===== config.mk =====
export PLATFORM = sky130hd
export DESIGN_NAME = tft_sync_gen
export DESIGN_NICKNAME = d
export VERILOG_FILES = /design/src/rtl/tft_sync_pkg.sv /design/src/rtl/tft_pulse_timer.sv /design/src/rtl/tft_start_seq.sv /design/src/rtl/tft_sync_gen.sv
export SDC_FILE = /design/constraint.sdc
export NUM_CORES = 1
export LEC_CHECK = 0
export BUFFER_PORTS_ARGS = -buffer_cell sky130_fd_sc_hd__buf_2
export CORE_AREA = 5 5 87 89
export DETAILED_ROUTE_END_ITERATION = 6
export DIE_AREA = 0 0 92 94
export PLACE_DENSITY = 0.84
export SYNTH_ARGS = -nofsm -noshare
export SYNTH_HDL_FRONTEND = slang
export SYNTH_SLANG_ARGS = --single-unit

===== constraint.sdc =====
create_clock -name clk -period 2.75 [get_ports clk]
set_input_delay 0.1375 -clock clk [delete_from_list [all_inputs] [get_ports clk]]
set_output_delay 0.1375 -clock clk [all_outputs]
set_load 0.05 [all_outputs]

===== src/rtl/tft_sync_pkg.sv =====
package tft_sync_pkg;

  typedef enum logic [1:0] {
    ST_IDLE = 2'd0,
    ST_POL  = 2'd1,
    ST_LINE = 2'd2,
    ST_ALL  = 2'd3
  } tft_stage_e;

endpackage


===== src/rtl/tft_pulse_timer.sv =====
// Free-running period counter with a programmable active window at the
// start of each period. Counting begins at zero on the first enabled edge.
module tft_pulse_timer #(
  parameter int PERIOD      = 4,
  parameter int WIDTH       = 1,
  parameter bit ACTIVE_HIGH = 1'b1,
  localparam int CW = (PERIOD > 2) ? $clog2(PERIOD) : 1
) (
  input  logic          clk,
  input  logic          rst_n,
  input  logic          run,
  output logic          running,
  output logic [CW-1:0] cnt,
  output logic          out
);

  localparam logic [CW-1:0] LAST = CW'(PERIOD - 1);
  localparam logic [CW-1:0] WID  = CW'(WIDTH);

  always_ff @(posedge clk or negedge rst_n) begin
    if (!rst_n) begin
      running <= 1'b0;
      cnt     <= '0;
    end else if (!run) begin
      running <= 1'b0;
      cnt     <= '0;
    end else if (!running) begin
      running <= 1'b1;
      cnt     <= '0;
    end else begin
      cnt <= (cnt == LAST) ? '0 : cnt + 1'b1;
    end
  end

  logic in_window;
  assign in_window = running && (cnt < WID);

  generate
    if (ACTIVE_HIGH) begin : g_hi
      assign out = in_window;
    end else begin : g_lo
      assign out = !in_window;
    end
  endgenerate

endmodule


===== src/rtl/tft_start_seq.sv =====
// Staged bring-up: polarity train first, then the line train once the
// polarity count passes its threshold, then the remaining trains once the
// line count reaches its threshold.
module tft_start_seq
  import tft_sync_pkg::*;
#(
  parameter int PCW      = 4,
  parameter int LCW      = 4,
  parameter int POL_ARM  = 11,
  parameter int LINE_ARM = 3
) (
  input  logic           clk,
  input  logic           rst_n,
  input  logic           enable,
  input  logic           pol_running,
  input  logic [PCW-1:0] pol_cnt,
  input  logic           line_running,
  input  logic [LCW-1:0] line_cnt,
  output tft_stage_e     stage
);

  localparam logic [PCW-1:0] POL_T  = PCW'(POL_ARM);
  localparam logic [LCW-1:0] LINE_T = LCW'(LINE_ARM);

  tft_stage_e stage_nxt;

  always_comb begin
    stage_nxt = stage;
    if (!enable) begin
      stage_nxt = ST_IDLE;
    end else begin
      case (stage)
        ST_IDLE: stage_nxt = ST_POL;
        ST_POL:  if (pol_running && (pol_cnt > POL_T)) stage_nxt = ST_LINE;
        ST_LINE: if (line_running && (line_cnt >= LINE_T)) stage_nxt = ST_ALL;
        default: stage_nxt = ST_ALL;
      endcase
    end
  end

  always_ff @(posedge clk or negedge rst_n) begin
    if (!rst_n) stage <= ST_IDLE;
    else        stage <= stage_nxt;
  end

endmodule


===== src/rtl/tft_sync_gen.sv =====
module tft_sync_gen
  import tft_sync_pkg::*;
#(
  parameter int PCLK_HZ           = 6_000_000,
  parameter int REFRESH_HZ        = 60,
  parameter int VIS_LINES         = 320,
  parameter int BLANK_LINES       = 9,
  parameter int H_PIXELS          = 240,
  parameter int WIN_EXTRA         = 8,
  parameter int FRAME_PULSE_LINES = 2,
  parameter int POL_ARM           = 11,
  parameter int LINE_ARM          = 3,
  parameter int LINE_CLKS         = PCLK_HZ / REFRESH_HZ / (VIS_LINES + BLANK_LINES),
  localparam int FRAME_LINES      = VIS_LINES + BLANK_LINES,
  localparam int IW               = (FRAME_LINES > 2) ? $clog2(FRAME_LINES) : 1,
  localparam int LCW              = (LINE_CLKS > 2) ? $clog2(LINE_CLKS) : 1
) (
  input  logic           clk,
  input  logic           rst_n,
  input  logic           enable,
  output logic           line_pulse,
  output logic           frame_pulse,
  output logic           start_pulse,
  output logic           window_n,
  output logic           polarity,
  output logic [1:0]     dbg_stage,
  output logic [IW-1:0]  dbg_line_idx,
  output logic [LCW-1:0] dbg_line_clk
);

  localparam int WINDOW_CLKS = H_PIXELS + WIN_EXTRA;
  localparam int FRAME_CLKS  = LINE_CLKS * FRAME_LINES;
  localparam int POL_PERIOD  = 2 * LINE_CLKS;
  localparam int PCW         = $clog2(POL_PERIOD);
  localparam int FCW         = $clog2(FRAME_CLKS);
  localparam logic [LCW-1:0] LAST_CLK  = LCW'(LINE_CLKS - 1);
  localparam logic [IW-1:0]  LAST_LINE = IW'(FRAME_LINES - 1);

  tft_stage_e stage;
  logic run_pol, run_line, run_rest;

  assign run_pol  = enable && (stage != ST_IDLE);
  assign run_line = enable && ((stage == ST_LINE) || (stage == ST_ALL));
  assign run_rest = enable && (stage == ST_ALL);

  logic           pol_running, line_running, start_running;
  logic [PCW-1:0] pol_cnt;
  logic [LCW-1:0] line_cnt, start_cnt;
  logic           frame_running_unused, win_running_unused;
  logic [FCW-1:0] frame_cnt_unused;
  logic [LCW-1:0] win_cnt_unused;

  tft_start_seq #(
    .PCW(PCW), .LCW(LCW), .POL_ARM(POL_ARM), .LINE_ARM(LINE_ARM)
  ) u_seq (
    .clk(clk), .rst_n(rst_n), .enable(enable),
    .pol_running(pol_running), .pol_cnt(pol_cnt),
    .line_running(line_running), .line_cnt(line_cnt),
    .stage(stage)
  );

  tft_pulse_timer #(.PERIOD(POL_PERIOD), .WIDTH(LINE_CLKS), .ACTIVE_HIGH(1'b1)) u_pol (
    .clk(clk), .rst_n(rst_n), .run(run_pol),
    .running(pol_running), .cnt(pol_cnt), .out(polarity)
  );

  tft_pulse_timer #(.PERIOD(LINE_CLKS), .WIDTH(1), .ACTIVE_HIGH(1'b1)) u_line (
    .clk(clk), .rst_n(rst_n), .run(run_line),
    .running(line_running), .cnt(line_cnt), .out(line_pulse)
  );

  tft_pulse_timer #(.PERIOD(FRAME_CLKS), .WIDTH(FRAME_PULSE_LINES * LINE_CLKS),
                    .ACTIVE_HIGH(1'b1)) u_frame (
    .clk(clk), .rst_n(rst_n), .run(run_rest),
    .running(frame_running_unused), .cnt(frame_cnt_unused), .out(frame_pulse)
  );

  tft_pulse_timer #(.PERIOD(LINE_CLKS), .WIDTH(1), .ACTIVE_HIGH(1'b1)) u_start (
    .clk(clk), .rst_n(rst_n), .run(run_rest),
    .running(start_running), .cnt(start_cnt), .out(start_pulse)
  );

  tft_pulse_timer #(.PERIOD(LINE_CLKS), .WIDTH(WINDOW_CLKS), .ACTIVE_HIGH(1'b0)) u_win (
    .clk(clk), .rst_n(rst_n), .run(run_rest),
    .running(win_running_unused), .cnt(win_cnt_unused), .out(window_n)
  );

  // Line index follows the start-pulse train, wrapping once per frame.
  logic [IW-1:0] line_idx;

  always_ff @(posedge clk or negedge rst_n) begin
    if (!rst_n) begin
      line_idx <= '0;
    end else if (!run_rest) begin
      line_idx <= '0;
    end else if (start_running && (start_cnt == LAST_CLK)) begin
      line_idx <= (line_idx == LAST_LINE) ? '0 : line_idx + 1'b1;
    end
  end

  assign dbg_stage    = stage;
  assign dbg_line_idx = line_idx;
  assign dbg_line_clk = line_cnt;

endmodule


## Yosys cells after proc, flatten, opt, wreduce, memory -nomap -nowiden

Index checks and enable logic that the tools add are counted.

- Register bits: 68
- Word-level logic and storage cells: 76
- Output and inout port bits: 25
- Input bits: 3

- Reductions and logical operators: 16
- Multiplexer cells: 25
- Add/sub/neg operators: 6
- Equality and inequality tests: 12
- Order comparisons: 7

Operator list:

| cell | count |
|---|---|
| 9-bit 2-to-1 mux | 12 |
| 17-bit 2-to-1 mux | 3 |
| 9-bit by 1-bit adder with 9-bit output (second input constant) | 4 |
| 9-bit == test (second input constant) | 4 |
| 10-bit 2-to-1 mux | 3 |
| 9-bit by 1-bit < comparator with 1-bit output (second input constant) | 2 |
| 17-bit by 1-bit adder with 17-bit output (second input constant) | 1 |
| 17-bit == test (second input constant) | 1 |
| 17-bit by 10-bit < comparator with 1-bit output (second input constant) | 1 |
| 1-bit logical AND | 11 |
| 10-bit by 1-bit adder with 10-bit output (second input constant) | 1 |
| 10-bit == test (second input constant) | 1 |
| 10-bit by 4-bit > comparator with 1-bit output (second input constant) | 1 |
| 10-bit by 9-bit < comparator with 1-bit output (second input constant) | 1 |
| 9-bit by 2-bit greater-or-equal comparator with 1-bit output (second input constant) | 1 |
| 9-bit by 8-bit < comparator with 1-bit output (second input constant) | 1 |
| 2-bit 2-to-1 mux | 3 |
| 3-bit by 2-bit != test with 1-bit output (second input constant) | 2 |
| 2-bit one-hot mux with 3 select lines | 1 |
| 2-bit == test (second input constant) | 2 |
| 1-bit 2-to-1 mux | 3 |
| 2-bit by 1-bit == test with 1-bit output (second input constant) | 1 |
| 2-bit logical NOT | 1 |
| 2-bit != test (second input constant) | 1 |
| 4 further kinds | 4 |

## Longest topological paths before layout

Gate-level depths: netlist of the first run.

- Word-level depth: 5
- Depth in mapped cells: 7
- Gate-level depth less buffers: 6

## By module

Synthesis of the first run repeated with hierarchy kept, for this count alone.

- Cells, all modules: 383
- Area, all modules: 3782.4 sq um

Modules (own cells, without submodules):

| module | times used | area an instance (sq um) | cells an instance | sequential area each (sq um) |
|---|---|---|---|---|
| tft_pulse_timer (u_line ...) | 2 | 491.7 | 48 | 250.2 |
| tft_pulse_timer (u_frame) | 1 | 968.4 | 98 | 450.4 |
| tft_pulse_timer (u_pol) | 1 | 605.6 | 61 | 275.3 |
| tft_sync_gen | 1 | 585.6 | 65 | 225.2 |
| tft_pulse_timer (u_win) | 1 | 490.5 | 46 | 250.2 |
| tft_start_seq | 1 | 148.9 | 17 | 50.0 |

## Worst setup path after synthesis of the first run

OpenSTA, ideal clock, no wires.

- Kind: reg2out
- Start: reg u_pol.cnt[0]
- End: out polarity
- Stages on the path, launching flop included: 6
- Arrival time: 1708 ps
- Buffers on the path: 0
- Slack: 905 ps
- Required time: 2612 ps
- Cell sequence: dfrtp_1 > ha_1 > and3_1 > o21ai_0 > a21oi_1 > nor2_1

- Word-level cells in the longest chain between the ends: 2

RTL lines:

| element | line | text |
|---|---|---|
| from (decl) | tft_pulse_timer.sv:13 | `output logic [CW-1:0] cnt,` |
| from (signal assigned) | tft_pulse_timer.sv:31 | `cnt <= (cnt == LAST) ? '0 : cnt + 1'b1;` |
| 10-bit by 9-bit < comparator with 1-bit output | tft_pulse_timer.sv:36 | `assign in_window = running && (cnt < WID);` |
| 1-bit logical AND | tft_pulse_timer.sv:36 |  |
| to (decl) | tft_sync_gen.sv:25 | `output logic polarity,` |

No other way between the ends.

## Worst setup path after layout of the first run

- Start: reg u_frame.cnt[0]
- End: reg u_frame.cnt[16]

- Word-level cells in the longest chain between the ends: 4
- Elaborated cells on any way between the ends: 5

RTL lines:

| element | line | text |
|---|---|---|
| from (decl) | tft_pulse_timer.sv:13 |  |
| from (signal assigned) | tft_pulse_timer.sv:31 |  |
| 17-bit by 1-bit adder with 17-bit output / 17-bit == test (equally long branches) | tft_pulse_timer.sv:31 |  |
| 17-bit 2-to-1 mux (*) | tft_pulse_timer.sv:31 |  |
| 17-bit 2-to-1 mux (*) | tft_pulse_timer.sv:27 | `end else if (!running) begin` |
| 17-bit 2-to-1 mux (*) | tft_pulse_timer.sv:24 | `end else if (!run) begin` |

Every way passes the cells marked *; elsewhere a longest branch is shown, timed or not.
A chain may end at the register's enable or synchronous reset.

==> results of run 1 <==
sequential cells by signal, indices dropped and copies added, names as in the netlist:
name	cells
u_seq.stage	2
u_start.running	1
u_line.running	1
u_start.cnt	9
dbg_line_idx	9
u_pol.running	1
u_frame.cnt	17
u_line.cnt	9
u_win.cnt	9
u_pol.cnt	10
power breakdown:
part / switching, mW / total, mW / internal (mW)
sequential: 0.0301 / 1.06 / 1.03
clock: 0.389 / 0.715 / 0.327
combinational: 0.185 / 0.244 / 0.0591
metal layers:
| layer | global-route usage (%) | part of all wire (%) | up-vias |
|---|---|---|---|
| li1 | - | - | 1344 |
| met1 | 20.6 | 44 | 1330 |
| met2 | 27.7 | 49 | 71 |
| met3 | 2.80 | 4.7 | 13 |
| met4 | 9.78 | 2.4 | 0 |
| met5 | 0 | 0 | - |
worst max-delay path, delay by kind of cell, from the launching register on:
family,cells,cell delay [ns]
AOI/OAI and AO/OA,2,0.73
adders and majority gates,1,0.14
buffers and inverters,1,0.08
DFF,1,0.43
and+or+nand+nor,1,0.47
timing repair:
item | CTS | global route
endpoints found under the hold margin | 35 | 0
hold buffers | 1 | 0
setup buffers | 0 | 0
through the flow:
stage          util (%)  power (mW)
2_1_floorplan         -        1.25
3_3_place_gp       56.2        1.32
3_5_place_dp       56.2        1.32
4_1_cts            58.8        2.04
5_1_grt            58.8        2.10
6_report           58.8        2.02
logic make-up (layout without fill, tap and decap cells):
kind of cell | after synthesis | after routing
xor+xnor | 42 | 42
flops | 68 | 68
compound gates | 32 | 32
simple gates | 187 | 187
fa+ha+maj | 12 | 12
buf+inv | 21 | 62
placed cells by master (no fill, tap or decap), types with 3 or more instances in the layout:
master,netlist,layout
a21oi_1,13,13
and2_1,3,3
and3_1,5,5
and4_1,5,5
buf_2,3,27
clkbuf_8,0,9
clkinv_2,0,3
dfrtp_1,68,68
ha_1,12,12
inv_1,15,15
nand2_1,22,22
nand3_1,30,30
nand4_1,13,13
nor2_1,61,61
nor3_1,9,9
nor4_1,6,6
o21ai_0,5,5
o22ai_1,5,5
o31ai_1,4,4
or3_1,6,6
or4_1,3,3
xnor2_1,18,18
xor2_1,24,24
layout make-up:
type | count | area, µm²
sequential | 68 | 1700
fill | 553 | 2750
tap | 80 | 100
clock buffer | 10 | 128
multi-input combinational | 273 | 1740
clock inverter | 6 | 40.0
inverter | 16 | 60.1
timing repair buffer | 30 | 160
synth_stat cells, drive strengths merged, types with 7 or more instances:
| library cell | count | area (µm²) |
|---|---|---|
| inv | 16 | 60.1 |
| xor2 | 24 | 210 |
| ha | 12 | 150 |
| a21oi | 13 | 65.1 |
| xnor2 | 18 | 158 |
| and3 | 7 | 46.3 |
| nand3 | 31 | 168 |
| nor2 | 61 | 229 |
| dfrtp | 68 | 1700 |
| nand4 | 15 | 106 |
| nand2 | 23 | 88.8 |
| nor3 | 9 | 45.0 |
final timing paths:
path                            depth (start not counted)  slack [ns]                startpoint                     endpoint
worst max-delay path                                    5        0.74  u_frame.cnt[0]$_DFF_PN0_    u_frame.cnt[16]$_DFF_PN0_
worst min-delay path                                    3        0.07                    enable   u_seq.stage[0]$_DFFE_PN0P_
worst max register to register                          5        0.74  u_frame.cnt[0]$_DFF_PN0_    u_frame.cnt[16]$_DFF_PN0_
worst min register to register                          1        0.50    u_win.cnt[0]$_DFF_PN0_       u_win.cnt[0]$_DFF_PN0_
max in group asynchronous                               3        1.59                     rst_n       u_pol.cnt[8]$_DFF_PN0_
min in group asynchronous                               2        0.42                     rst_n  dbg_line_idx[0]$_DFFE_PN0P_
==> flow_summary.json, run 1 <==
{
  "ir_drop_v": 0.000241,
  "drv_cap": 0,
  "setup.worst_path.start_class": "flop",
  "finalHoldWorstSlack_ns": 0.0709,
  "setup_slack_ns": 0.741,
  "place_worst_setup_slack_ns": 0.717,
  "synth_xor_area_share_pct": 10.4,
  "dieArea_um2": 8650,
  "synthAdderAreaFrac_pct": 4.24,
  "ios": 28,
  "gr-total-overflow": 0,
  "dpl-instance-area_um2": 3750,
  "max_freq_ghz": 0.498,
  "yosysUniqueCellTypes": 45,
  "initial_utilization_pct": 52.9,
  "cts_resized": 0,
  "wl_um": 6730,
  "rsz0062_at_grt": "no",
  "die_h_um": 94,
  "synth_cells": 362,
  "cp_data_arrival_time_ns": 2.21,
  "antenna_left": 0,
  "wire_per_inst_um": 13.9,
  "synth_area_um2": 3540,
  "cts_tree": "yes",
  "clockBufferDepth": 2,
  "design_area_um2": 3930,
  "clk_latency_ns": 0.35,
  "tightest_slew_ns": 0.832,
  "dp_cells": 466,
  "cp_slowest_cell": "o311ai_4",
  "synth_top_flop_cell": "dfrtp_1",
  "hold_violations": 0,
  "clkTransAtPathRegs_ns": 0.08,
  "synth_area_per_cell_um2": 9.77,
  "drc": 0,
  "fin_nets": 413,
  "synthMuxAreaShare_pct": 0,
  "critPathCaptureType": "flop",
  "drive_gt1_share_pct": 15.4,
  "synth-seq-cells": 68,
  "synth_top_family_by_area": "simple AND/OR/NAND/NOR gates",
  "skew_ns": 0.00824,
  "cts.sinks": 68,
  "yosysSeqAreaShare_pct": 48.1,
  "gp_congestion": 0.866,
  "path_class": "reg2reg",
  "period_share_pct": 73.0,
  "ys_warn_count": 0,
  "area_delta_synth_final_pct": 11.1,
  "p_leak_nw": 1.64,
  "via_per_inst": 5.71,
  "first_global_vias": 2652,
  "grt.total_usage_pct": 16.7,
  "grt_pass1_wl_um": 11600,
  "fin_crit_ns": 2.01,
  "cts-root-buf": "clkbuf_8",
  "cp_max_fo": 17,
  "slew_viol_final": 0,
  "die_w_um": 92,
  "max_slew_margin_pct": 44.5,
  "synth_edf_count": 0,
  "route.vias.total": 2758,
  "synth.net_count": 377,
  "fin_cells": 483,
  "crit_chain": "inv_1, ha_1, or4b_4, o311ai_4, a21oi_1",
  "drt-initial-drc-count": 95,
  "grt_max_degree": 38,
  "post-dp-hpwl_um": 4820,
  "setup_tns_ns": 0,
  "cts_buffers": 9,
  "port_buffers": 27,
  "cts_max_level": 3,
  "synth_compound_area_share_pct": 6.15,
  "hold_class": "in2reg",
  "firstDrtPassIters": 4,
  "finalSetupViolations": 0,
  "cp.required_ns": 2.95,
  "diodes": 0,
  "async_flop_share_pct": 100,
  "antenna_found_initial": 0,
  "row_count": 30,
  "cpPeakStageDelay_ns": 0.61,
  "yosys.area_share.simple_pct": 28.4,
  "outcome": "finished, final reports clean",
  "coreArea_um2": 6680,
  "power_density_nw_per_um2": 513
}
Note: power is estimated with default switching activity, not from simulation.
==> run 2: changes to the inputs <==
--- a/config.mk
+++ b/config.mk
@@ -5,11 +5,12 @@
 export SDC_FILE = /design/constraint.sdc
 export NUM_CORES = 1
 export LEC_CHECK = 0
+export ABC_AREA = 1
 export BUFFER_PORTS_ARGS = -buffer_cell sky130_fd_sc_hd__buf_2
-export CORE_AREA = 5 5 87 89
+export CORE_AREA = 5 5 91 93
 export DETAILED_ROUTE_END_ITERATION = 6
-export DIE_AREA = 0 0 92 94
-export PLACE_DENSITY = 0.84
+export DIE_AREA = 0 0 96 98
+export PLACE_DENSITY = 0.86
 export SYNTH_ARGS = -nofsm -noshare
 export SYNTH_HDL_FRONTEND = slang
 export SYNTH_SLANG_ARGS = --single-unit
==> constraint.sdc (replaced) <==
create_clock -name clk -period 1.8 [get_ports clk]
set_input_delay 0.09 -clock clk [delete_from_list [all_inputs] [get_ports clk]]
set_output_delay 0.09 -clock clk [all_outputs]
set_load 0.05 [all_outputs]
==> flow_summary.json, run 2 <==
{
  "yosysTopAreaCellShare_pct": 44.3,
  "top_register": "u_frame.cnt",
  "synth.net_count": 534,
  "cp.required_ns": 1.71,
  "setup.worst_path.start_class": "flop",
  "cts.sinks": 68,
  "synth_area_um2": 3840,
  "synth_top_flop_cell": "dfrtp_1",
  "cts_tree": "yes",
  "largest_reg_flops": 17,
  "gp_congestion": 0.894,
  "hold_violations": 0,
  "route.vias.total": 3347,
  "gr-total-overflow": 0,
  "crit_chain": "nor2_1, nand3_1, nor2_1, and3_1, clkbuf_4",
  "grt.total_usage_pct": 17.4,
  "clk_latency_ns": 0.34,
  "finalSetupViolations": 0,
  "hold_class": "in2reg",
  "synth_area_leaders": "dfrtp_1 44%, nand2_1 12%, nor2_1 11%",
  "fin_nets": 572,
  "synth_edf_count": 0,
  "design_area_um2": 4340,
  "synth.largest_area_cell": "dfrtp_1",
  "via_per_inst": 5.04,
  "drv_cap": 0,
  "routed-wl-met3_um": 312,
  "fin_cells": 664,
  "synth_area_per_cell_um2": 7.41,
  "yosysSeqAreaShare_pct": 44.3,
  "yosysUniqueCellTypes": 31,
  "crit_family": "simple AND/OR/NAND/NOR gates",
  "port_buffers": 27,
  "outcome": "finished, final reports clean",
  "worst_path_most_repeated_cell": "nor2_1",
  "drc": 0,
  "cp_slowest_cell": "dfrtp_1",
  "row_count": 32,
  "drt-initial-drc-count": 129,
  "rsz0062_at_grt": "no",
  "clkTransAtPathRegs_ns": 0.07,
  "initial_utilization_pct": 51.6,
  "wl_um": 7450,
  "dr_wl_met2_um": 3650,
  "cts-root-buf": "clkbuf_8",
  "die_h_um": 98,
  "area_delta_synth_final_pct": 12.9,
  "async_flop_share_pct": 100,
  "antenna_left": 0,
  "cts_buffers": 9,
  "firstDrtPassIters": 4,
  "cpPeakStageDelay_ns": 0.44,
  "setup_tns_ns": 0,
  "critPathCaptureType": "output pin",
  "first_global_vias": 3133,
  "synth_common_cells": "118 x nand2_1, 108 x nor2_1, 68 x dfrtp_1",
  "synth-seq-cells": 68,
  "wl_met1_um": 3380,
  "fin_crit_ns": 1.68,
  "ys_warn_count": 0,
  "ir_drop_v": 0.000450,
  "slew_viol_final": 0,
  "max_freq_ghz": 0.596,
  "cts_max_level": 3,
  "highest_layer": "met4",
  "post-dp-hpwl_um": 5540,
  "clockBufferDepth": 2,
  "period_share_pct": 93.3,
  "synth_cells": 519,
  "diodes": 0,
  "max_slew_margin_pct": 76.7,
  "drive_gt1_share_pct": 12.5,
  "p_leak_nw": 1.99,
  "ios": 28,
  "power_density_nw_per_um2": 709,
  "layout_commonest_cell": "nand2_1",
  "dp_cells": 644,
  "dieArea_um2": 9410,
  "grt_max_degree": 69,
  "cp_max_fo": 6,
  "cp.buffers_inverters": 1,
  "antenna_found_initial": 0,
  "path_class": "reg2out",
  "grt_pass1_wl_um": 13200,
  "dpl-instance-area_um2": 4090,
  "yosysMostFrequentCell": "nand2_1",
  "coreArea_um2": 7450,
  "top_regs": "u_frame.cnt (17), u_pol.cnt (10)",
  "cp_data_arrival_time_ns": 1.59,
  "fillers": 700,
  "finalPower_mw": 3.08,
  "tightest_slew_ns": 0.348,
  "wire_per_inst_um": 11.2,
  "layout_common_cells": "118 x nand2_1, 108 x nor2_1, 67 x dfrtp_1, 64 x inv_1, 35 x nand3_1",
  "skew_ns": 0.00641,
  "die_w_um": 96
}
[run 2: layer usage]
layer | track usage [%] | up-vias
li1 | - | 1722
met1 | 22.1 | 1549
met2 | 28.8 | 67
met3 | 4.08 | 9
met4 | 6.24 | 0
met5 | 0 | -
[run 2: power by group]
part           internal, mW  switching, mW  total [mW]  leakage [nW]
clock                 0.630          0.565        1.20        0.0910
combinational        0.0735          0.221       0.294         0.955
sequential             1.55         0.0334        1.59         0.944
total                  2.26          0.819        3.08          1.99
[run 2: area by class of cell]
type	count	area (µm²)	area share [%]
Timing Repair Buffer	32	199	4.58
Tap cell	102	128	2.94
Clock inverter	7	67.6	1.56
Multi-Input combinational cell	376	1850	42.6
Sequential cell	68	1700	39.2
Clock buffer	9	124	2.85
Inverter	70	268	6.17
[run 2: final timing paths]
path                            cells past startpoint                         end  slack, ns                     from
worst max-delay path                                5                  line_pulse       0.12  u_line.cnt[6]$_DFF_PN0_
worst min-delay path                                2  u_seq.stage[1]$_DFFE_PN0P_       0.02                   enable
worst max register to register                      6     u_line.cnt[6]$_DFF_PN0_       0.33  u_line.cnt[1]$_DFF_PN0_
worst min register to register                      1      u_pol.cnt[0]$_DFF_PN0_       0.48   u_pol.cnt[0]$_DFF_PN0_
max in group asynchronous                           3      u_pol.cnt[0]$_DFF_PN0_       1.20                    rst_n
min in group asynchronous                           3      u_pol.cnt[9]$_DFF_PN0_       0.31                    rst_n
[run 2: per-stage QoR]
stage,util [%],hold slack [ns],worst slack [ns]
floorplan,-,-0.206,0.124
CTS,57.7,0.00633,0.00635
global route,58.3,0.0311,0.00387
detailed placement,55.0,0.139,0.330
finish,58.3,0.0193,0.121
global placement,55.0,0.135,0.388
[run 2: logic make-up (layout without fill, tap and decap cells)]
group	after synthesis	after routing	synth area share, %
xor+xnor	15	15	3.42
fa+ha+maj	12	12	3.90
buf+inv	75	118	7.84
simple gates	319	319	36.5
flops	68	68	44.3
compound gates	30	30	4.03
[run 2: what timing repair did]
action	CTS	global route
endpoints found under the setup margin	1	3
gates resized for setup	1	10
hold buffers	1	0
buffers inserted	0	3
hold endpoints to repair	68	0
==> run 3: changes to the inputs <==
--- a/config.mk
+++ b/config.mk
@@ -7,10 +7,13 @@
 export LEC_CHECK = 0
 export ABC_AREA = 1
 export BUFFER_PORTS_ARGS = -buffer_cell sky130_fd_sc_hd__buf_2
-export CORE_AREA = 5 5 91 93
+export CELL_PAD_IN_SITES_DETAIL_PLACEMENT = 1
+export CELL_PAD_IN_SITES_GLOBAL_PLACEMENT = 1
+export CORE_AREA = 5 5 105 107
 export DETAILED_ROUTE_END_ITERATION = 6
-export DIE_AREA = 0 0 96 98
+export DIE_AREA = 0 0 110 112
 export PLACE_DENSITY = 0.86
+export SETUP_SLACK_MARGIN = 0.05
 export SYNTH_ARGS = -nofsm -noshare
 export SYNTH_HDL_FRONTEND = slang
 export SYNTH_SLANG_ARGS = --single-unit
==> flow_summary.json, run 3 (synthesis results as in run 2) <==
{
  "port_buffers": 27,
  "initial_utilization_pct": 38.3,
  "cp.required_ns": 1.71,
  "clockBufferDepth": 2,
  "row_count": 37,
  "post-dp-hpwl_um": 7050,
  "critPathCaptureType": "output pin",
  "power_density_nw_per_um2": 728,
  "fin_cells": 699,
  "dp_cells": 678,
  "dieArea_um2": 12300,
  "antenna_left": 0,
  "cp_max_fo": 6,
  "cts_tree": "yes",
  "grt_pass1_wl_um": 16500,
  "max_slew_margin_pct": 76.5,
  "highest_layer": "met4",
  "drv_cap": 0,
  "die_w_um": 110,
  "drc": 0,
  "fin_nets": 574,
  "top_regs": "u_frame.cnt (17), u_pol.cnt (10)",
  "cp_slowest_cell": "dfrtp_2",
  "hold_class": "in2async",
  "finalHoldWorstSlack_ns": 0.298,
  "grt.total_usage_pct": 16.3,
  "setup.worst_path.start_class": "flop",
  "gr-total-overflow": 0,
  "max_freq_ghz": 0.569,
  "cts.sinks": 68,
  "clkTransAtPathRegs_ns": 0.08,
  "route.vias.total": 3454,
  "layout_common_cells": "118 x nand2_1, 104 x nor2_1, 65 x dfrtp_1, 64 x inv_1, 35 x nand3_1",
  "fillers": 1273,
  "tightest_slew_ns": 0.349,
  "top_register": "u_frame.cnt",
  "hold_violations": 0,
  "routed-wl-met3_um": 278,
  "wire_per_inst_um": 13.5,
  "wl_met1_um": 4390,
  "cts-root-buf": "clkbuf_8",
  "utilization_pct": 44.2,
  "path_class": "reg2out",
  "crit_chain": "ha_2, inv_1, o21ai_1, nand2_1, a31oi_1, nor2_1, buf_6",
  "antenna_found_initial": 0,
  "cp_data_arrival_time_ns": 1.67,
  "outcome": "finished, final reports clean",
  "coreArea_um2": 10000,
  "slew_viol_final": 0,
  "wl_um": 9420,
  "cts_buffers": 9,
  "area_delta_synth_final_pct": 15.5,
  "period_share_pct": 97.6,
  "clk_latency_ns": 0.34,
  "drt-initial-drc-count": 113,
  "via_per_inst": 4.94,
  "multi_input_area_um2": 1870,
  "dr_wl_met2_um": 4650,
  "grt_max_degree": 69,
  "diodes": 0,
  "setup_tns_ns": 0,
  "layout_commonest_cell": "nand2_1",
  "gp_congestion": 0.816,
  "die_h_um": 112,
  "ir_drop_v": 0.000366,
  "fin_crit_ns": 1.76,
  "finalSetupViolations": 0,
  "p_leak_nw": 2.01,
  "largest_reg_flops": 17,
  "drive_gt1_share_pct": 13.3,
  "ios": 28,
  "first_global_vias": 3609,
  "firstDrtPassIters": 4,
  "cts_max_level": 3,
  "skew_ns": 0.00957,
  "cpPeakStageDelay_ns": 0.41,
  "rsz0062_at_grt": "yes",
  "seqCellArea_um2": 1710
}
run 3: cell type report:
class,count,area share (%)
inverters,70,6.03
clock inverters,1,0.676
flip-flops and latches,68,38.4
multi-input cells,376,42.1
well taps,136,3.83
clock buffers,14,3.89
repair buffers,34,5.10
run 3: path summary, 6_finish.rpt:
path,slack (ns),from,to,depth (start not counted)
worst min register to register,0.50,u_start.cnt[0]$_DFF_PN0_,u_start.cnt[0]$_DFF_PN0_,1
max in group asynchronous,1.19,rst_n,u_frame.cnt[10]$_DFF_PN0_,3
min in group clk,0.50,u_start.cnt[0]$_DFF_PN0_,u_start.cnt[0]$_DFF_PN0_,1
worst min-delay path,0.30,rst_n,u_line.cnt[2]$_DFF_PN0_,3
worst max register to register,0.28,u_pol.cnt[0]$_DFF_PN0_,u_pol.cnt[5]$_DFF_PN0_,7
worst max-delay path,0.04,u_pol.cnt[0]$_DFF_PN0_,polarity,7
run 3: routing by layer:
metal  global-route usage, %  vias up
met1                    20.8     1681
met4                    3.49        0
met2                    28.3       45
li1                        -     1718
met3                    3.19       10
met5                       0        -
run 3: critical path, delay by kind of cell (launching register included):
kind,cells,cell delay (ns)
DFF,1,0.41
AOI/OAI and AO/OA,2,0.34
buffers and inverters,2,0.21
adders and majority gates,1,0.20
and+or+nand+nor,2,0.16
run 3: report_power, final:
part           total, mW  switching (mW)  internal (mW)
registers           1.59          0.0358           1.55
logic              0.319           0.235         0.0843
clock network       1.32           0.575          0.749
total               3.23           0.845           2.39
run 3: per-stage QoR:
step	total power, mW	setup slack, ns	area [µm²]
after floorplan	1.80	0.124	3840
after global placement	1.90	0.356	4140
after CTS	3.23	0.0346	4380
after detailed placement	1.91	0.312	4140
final	3.23	0.0427	4440
after global routing	3.35	-0.0777	4440
run 3: timing repair:
action                     in CTS  in global routing
buffers inserted                1                  3
pin swaps                       0                  1
hold buffers                    2                  0
setup endpoints to repair       3                  5
hold endpoints to repair       69                  0
cloned                          0                  0
gates resized for setup         5                 15
